<file path="src/rtl/irqf_pkg.sv">
package irqf_pkg;
    typedef enum logic [1:0] {
        CAP_IDLE = 2'd0,
        CAP_PEND = 2'd1,
        CAP_OVR  = 2'd2
    } cap_state_t;

    localparam int BIT_CAP = 0;
    localparam int BIT_CMP = 1;
    localparam int BIT_OVF = 2;
    localparam int BIT_OVR = 3;
    localparam int REG_W   = 4;
endpackage

</file>
<file path="src/rtl/irqf_cap_fsm.sv">
module irqf_cap_fsm
    import irqf_pkg::*;
(
    input  logic clk,
    input  logic rst_n,
    input  logic cap_evt,
    input  logic clr_wr,
    output logic pending,
    output logic overrun
);
    cap_state_t st_q, st_d;

    always_ff @(posedge clk or negedge rst_n) begin
        if (!rst_n) st_q <= CAP_IDLE;
        else        st_q <= st_d;
    end

    always_comb begin
        st_d = st_q;
        unique case (st_q)
            CAP_IDLE: if (cap_evt) st_d = CAP_PEND;
            CAP_PEND: begin
                if (cap_evt)     st_d = CAP_OVR;
                else if (clr_wr) st_d = CAP_IDLE;
            end
            CAP_OVR: if (!cap_evt && clr_wr) st_d = CAP_PEND;
            default: st_d = CAP_IDLE;
        endcase
    end

    always_comb begin
        pending = (st_q != CAP_IDLE);
        overrun = (st_q == CAP_OVR);
    end

    assert_ovr_needs_evt_R4: assert property (@(posedge clk) disable iff (!rst_n)
        (st_q != CAP_OVR && !cap_evt) |=> (st_q != CAP_OVR));
    assert_ovr_single_clear_R5: assert property (@(posedge clk) disable iff (!rst_n)
        (st_q == CAP_OVR && clr_wr && !cap_evt) |=> (st_q == CAP_PEND));
    assert_evt_wins_R6: assert property (@(posedge clk) disable iff (!rst_n)
        cap_evt |=> (st_q != CAP_IDLE));
endmodule

</file>
<file path="src/rtl/irqf_flag.sv">
module irqf_flag (
    input  logic clk,
    input  logic rst_n,
    input  logic set_evt,
    input  logic clr_wr,
    output logic q
);
    always_ff @(posedge clk or negedge rst_n) begin
        if (!rst_n)       q <= 1'b0;
        else if (set_evt) q <= 1'b1;
        else if (clr_wr)  q <= 1'b0;
    end

    assert_set_wins_R6: assert property (@(posedge clk) disable iff (!rst_n)
        set_evt |=> q);
    assert_hold_R2: assert property (@(posedge clk) disable iff (!rst_n)
        (!set_evt && !clr_wr) |=> $stable(q));
endmodule

</file>
<file path="src/rtl/irqf_channel.sv">
module irqf_channel
    import irqf_pkg::*;
(
    input  logic             clk,
    input  logic             rst_n,
    input  logic             cap_evt,
    input  logic             cmp_evt,
    input  logic             ovf_evt,
    input  logic             flag_wr,
    input  logic             mask_wr,
    input  logic [REG_W-1:0] wdata,
    output logic [REG_W-1:0] flag_rd,
    output logic [REG_W-1:0] mask_rd,
    output logic             irq_or,
    output logic             irq_cmp
);
    logic       cap_pend, cap_ovr, cmp_q, ovf_q;
    logic [2:0] mask_q;
    logic [2:0] flags;

    irqf_cap_fsm u_cap (
        .clk(clk), .rst_n(rst_n), .cap_evt(cap_evt),
        .clr_wr(flag_wr && wdata[BIT_CAP]),
        .pending(cap_pend), .overrun(cap_ovr)
    );

    irqf_flag u_cmp (
        .clk(clk), .rst_n(rst_n), .set_evt(cmp_evt),
        .clr_wr(flag_wr && wdata[BIT_CMP]), .q(cmp_q)
    );

    irqf_flag u_ovf (
        .clk(clk), .rst_n(rst_n), .set_evt(ovf_evt),
        .clr_wr(flag_wr && wdata[BIT_OVF]), .q(ovf_q)
    );

    always_ff @(posedge clk or negedge rst_n) begin
        if (!rst_n)       mask_q <= '0;
        else if (mask_wr) mask_q <= wdata[2:0];
    end

    always_comb begin
        flags   = {ovf_q, cmp_q, cap_pend};
        flag_rd = {cap_ovr, flags};
        mask_rd = {1'b0, mask_q};
    end

    always_ff @(posedge clk or negedge rst_n) begin
        if (!rst_n) begin
            irq_or  <= 1'b0;
            irq_cmp <= 1'b0;
        end else begin
            irq_or  <= |(flags & mask_q);
            irq_cmp <= cmp_evt;
        end
    end

    assert_or_quiet_R7: assert property (@(posedge clk) disable iff (!rst_n)
        (!(|(flags & mask_q))) |=> !irq_or);
    assert_cmp_direct_R8: assert property (@(posedge clk) disable iff (!rst_n)
        cmp_evt |=> irq_cmp);
    assert_mask_hold_R9: assert property (@(posedge clk) disable iff (!rst_n)
        !mask_wr |=> $stable(mask_q));
endmodule

</file>
<file path="src/rtl/irqf_top.sv">
module irqf_top
    import irqf_pkg::*;
#(
    parameter int NUM_CH = 4,
    localparam int CH_W   = (NUM_CH > 1) ? $clog2(NUM_CH) : 1,
    localparam int ADDR_W = CH_W + 1
) (
    input  logic              clk,
    input  logic              rst_n,
    input  logic [NUM_CH-1:0] cap_evt,
    input  logic [NUM_CH-1:0] cmp_evt,
    input  logic              ovf_evt,
    input  logic              wr_en,
    input  logic [ADDR_W-1:0] addr,
    input  logic [REG_W-1:0]  wdata,
    output logic [REG_W-1:0]  rdata,
    output logic [NUM_CH-1:0] irq_or,
    output logic [NUM_CH-1:0] irq_cmp
);
    logic [CH_W-1:0]  ch_sel;
    logic             reg_sel;
    logic [REG_W-1:0] flag_rd [NUM_CH];
    logic [REG_W-1:0] mask_rd [NUM_CH];

    assign ch_sel  = addr[ADDR_W-1:1];
    assign reg_sel = addr[0];

    for (genvar i = 0; i < NUM_CH; i++) begin : g_ch
        logic hit;
        assign hit = wr_en && (ch_sel == CH_W'(i));
        irqf_channel u_ch (
            .clk(clk), .rst_n(rst_n),
            .cap_evt(cap_evt[i]), .cmp_evt(cmp_evt[i]), .ovf_evt(ovf_evt),
            .flag_wr(hit && !reg_sel), .mask_wr(hit && reg_sel),
            .wdata(wdata), .flag_rd(flag_rd[i]), .mask_rd(mask_rd[i]),
            .irq_or(irq_or[i]), .irq_cmp(irq_cmp[i])
        );
    end

    always_comb begin
        rdata = '0;
        for (int i = 0; i < NUM_CH; i++) begin
            if (ch_sel == CH_W'(i)) rdata = reg_sel ? mask_rd[i] : flag_rd[i];
        end
    end
endmodule

</file>
<file path="config.mk">
export PLATFORM = sky130hd
export DESIGN_NAME = irqf_top
export DESIGN_NICKNAME = d
export VERILOG_FILES = /design/src/rtl/irqf_pkg.sv /design/src/rtl/irqf_cap_fsm.sv /design/src/rtl/irqf_flag.sv /design/src/rtl/irqf_channel.sv /design/src/rtl/irqf_top.sv
export SDC_FILE = /design/constraint.sdc
export NUM_CORES = 1
export LEC_CHECK = 0
export BUFFER_PORTS_ARGS = -buffer_cell sky130_fd_sc_hd__buf_4
export CAP_MARGIN = 20
export CORE_MARGIN = 5
export CORE_UTILIZATION = 39
export CTS_CLUSTER_SIZE = 24
export DETAILED_ROUTE_END_ITERATION = 7
export PLACE_DENSITY = 0.62
export SLEW_MARGIN = 40
export SYNTH_ARGS = -nofsm -noshare
export SYNTH_HDL_FRONTEND = slang
export SYNTH_SLANG_ARGS = --single-unit
</file>
<file path="constraint.sdc">
create_clock -name clk -period 1.1 [get_ports clk]
set_input_delay 0 -clock clk [delete_from_list [all_inputs] [get_ports clk]]
set_output_delay 0 -clock clk [all_outputs]
set_load 0.01 [all_outputs]
</file>
==> impl_metrics.json <==
{
  "fin_setup_tns_ps": -1870,
  "max_freq_mhz": 640,
  "ys_warn_count": 0,
  "ys_ff_latch": 36,
  "clk_path_buf_depth": 2,
  "fillCellCount": 386,
  "hold_viol_final": 0,
  "diodes": 0,
  "antenna_found_initial": 0,
  "synthAdderAreaFrac": 0,
  "synth_xor_area_frac": 0,
  "start_util": 0.399,
  "rsz0062_at_grt": "true",
  "peakVddDrop_v": 0.00105,
  "synth_compound_area_frac": 0.161,
  "cts_sinks": 36,
  "clkSlewWorstSetupHoldPaths_ps": 80,
  "fin_crit_ps": 1560,
  "cp-end-kind": "output port",
  "cp_max_fo": 2,
  "muxShareOfSynthArea": 0.143,
  "required_ps": 1100,
  "std_cell_rows": 25,
  "setup_slack_ps": -464,
  "core_area_sq_mm": 0.00466,
  "synth_edf_count": 0,
  "netlist_area_sq_mm": 0.00186,
  "seqCellArea_sq_um": 905,
  "crit_type": "reg2out",
  "finalCritPeriodShare": 1.42,
  "grt_pass1_vias": 1608,
  "numCtsBuffers": 5,
  "drv_slew": 0,
  "cts_root_buf": "clkbuf_8",
  "overflow": 0,
  "grt_pass1_wl_mm": 7.81,
  "htree_num_levels": 2,
  "ios": 31,
  "grt.total_usage": 0.162,
  "synthCells": 156,
  "wirelength_mm": 4.74,
  "grt_max_degree": 37,
  "synth-main-ff-cell": "dfrtp_1",
  "areaGrowthSynthToFinish_pct": 41.1,
  "via_per_inst": 5.45,
  "drt_iter0_markers": 74,
  "gp_congestion": 0.824,
  "firstDrtPassIters": 4,
  "synthSimpleGateAreaFrac": 0.144,
  "postRouteAntennaNets": 0,
  "synthTopCellsByArea": "dfrtp_1, mux2_2, buf_4",
  "avgSynthCellArea_sq_um": 11.9,
  "die_w_um": 79.0,
  "synth_largest_area_cell": "dfrtp_1",
  "drive_gt1_frac": 0.477,
  "synth_top_area_share": 0.485,
  "power_density_mw_per_mm2": 1860,
  "syn_nets": 175,
  "clk_latency_ps": 290,
  "async_reset_ff_frac": 1.00,
  "wl_per_cell_um": 17.2,
  "pre_cts_ws_ps": -163,
  "tritoncts": "done",
  "synth_seq_area_share": 0.485,
  "relSlewSlack": 0.694,
  "synth_top_family_by_area": "compound AO/OA/AOI/OAI gates",
  "p_leak_uw": 0.00112,
  "tightest_slew_ps": 459,
  "outcome": "complete, but fails checks",
  "netlist-cell-type-count": 42,
  "violations": "negative setup slack",
  "drv_cap": 0,
  "arrival_ps": 1560,
  "dieArea_sq_mm": 0.00624,
  "vias": 1504,
  "num-nets-final": 240,
  "finClkSkew_ps": 11.2,
  "holdCritPathClass": "in2reg",
  "setup_violations": 6,
  "drc": 0,
  "multi_input_area_sq_um": 930,
  "worst_setup_path_start_kind": "flop",
  "port_buffers": 29,
  "die_h_um": 79.0,
  "place_hpwl_mm": 3.30
}
## report_power, final
part | leakage [uW] | switching [uW] | internal (uW) | total (uW)
Sequential | 0.000402 | 238 | 1630 | 1870
Combinational | 0.000667 | 771 | 1070 | 1840
Clock | 0.0000552 | 490 | 673 | 1160
Total | 0.00112 | 1500 | 3380 | 4870
## final timing paths
check / from / to / slack [ps] / cells past startpoint
hold / removal: wdata[1] / g_ch[3].u_ch.mask_q[1]$_DFFE_PN0P_ / 10 / 2
setup reg to reg: g_ch[2].u_ch.u_cap.st_q[1]$_DFFE_PN0P_ / g_ch[2].u_ch.u_cap.st_q[0]$_DFFE_PN0P_ / -150 / 5
setup / recovery: g_ch[1].u_ch.mask_q[2]$_DFFE_PN0P_ / rdata[2] / -460 / 3
hold reg to reg: g_ch[0].u_ch.u_cap.st_q[0]$_DFFE_PN0P_ / g_ch[0].u_ch.u_cap.st_q[0]$_DFFE_PN0P_ / 520 / 1
max in group asynchronous: rst_n / g_ch[0].u_ch.u_cap.st_q[1]$_DFFE_PN0P_ / 540 / 2
min in group asynchronous: rst_n / g_ch[1].u_ch.irq_cmp$_DFF_PN0_ / 200 / 2
## Yosys cell counts, drive strengths merged (2+ instances only)
cell type	instances
a21o	8
mux4	4
dfrtp	36
nor2	3
a22oi	5
a2111o	2
nand2	14
o21ai	7
a31oi	3
and4b	2
a21boi	2
nand4b	2
and4bb	3
nor2b	7
a211o	4
mux2	15
nor3	2
inv	7
buf	13
a2111oi	2
## cell usage in the layout (no fill, tap or decap), drive strengths merged, types with 2 or more instances in the layout
master,count
nand2,14
a31oi,3
dfrtp,36
mux4,4
nor2b,7
mux2,15
dlygate4sd3,9
nand4b,2
and4bb,3
buf,63
clkbuf,6
nor2,3
a211o,4
o21ai,7
a21o,8
and4b,2
a21boi,2
a2111oi,2
a22oi,5
a2111o,2
inv,7
nor3,2
## worst max-delay path, cell delays in order, from the launching register on
cell     delay (ps)
dfrtp_1         380
mux4_2          470
mux2_4          290
buf_6           120
## layout make-up
class,instances,share of cell area
clock buffer,6,0.0277
clock inverter,2,0.0134
inverter,7,0.0100
multi-input combinational,99,0.355
sequential,36,0.345
tap,54,0.0258
timing repair buffer,72,0.223
## logic make-up after synthesis
logic type             count (synthesis)
muxes                                 19
and+or+nand+nor                       41
DFF                                   36
buffers and inverters                 21
AOI/OAI and AO/OA                     39
## per-stage QoR
| step | util | total power, uW | std cells | area (sq um) | hold WS [ps] |
|---|---|---|---|---|---|
| finish | 0.562 | 4870 | 276 | 2620 | 12.4 |
| global route | 0.562 | 5140 | 276 | 2620 | 8.28 |
| CTS | 0.542 | 4670 | 273 | 2530 | 2.19 |
| detailed placement | 0.484 | 3260 | 252 | 2260 | -6.09 |
| global placement | 0.484 | 3170 | 252 | 2260 | -19.5 |
| floorplan | - | 2650 | 156 | 1870 | -296 |
## sequential cells by signal (all words and copies together), names as in the netlist
name and count:
g_ch.u_ch.u_cmp.q 4, g_ch.u_ch.mask_q 12, g_ch.u_ch.u_cap.st_q 8, g_ch.u_ch.irq_cmp 4, g_ch.u_ch.irq_or 4, g_ch.u_ch.u_ovf.q 4
## metal layers
| metal | global-route usage | vias up | wire (um) |
|---|---|---|---|
| met4 | 0.0601 | 0 | 50 |
| met1 | 0.181 | 761 | 2050 |
| met2 | 0.298 | 35 | 2480 |
| li1 | - | 704 | - |
| met3 | 0.0385 | 4 | 148 |
| met5 | 0 | - | 0 |
## what timing repair did
item | 4_1_cts | 5_1_grt
endpoints found under the setup margin | 6 | 7
hold endpoints to repair | 51 | 0
gates cloned | 0 | 0
setup buffers | 4 | 3
pin swaps | 4 | 5
gates resized for setup | 12 | 12
hold buffers | 9 | 0
No activity file was read; power rests on OpenSTA's default activity.
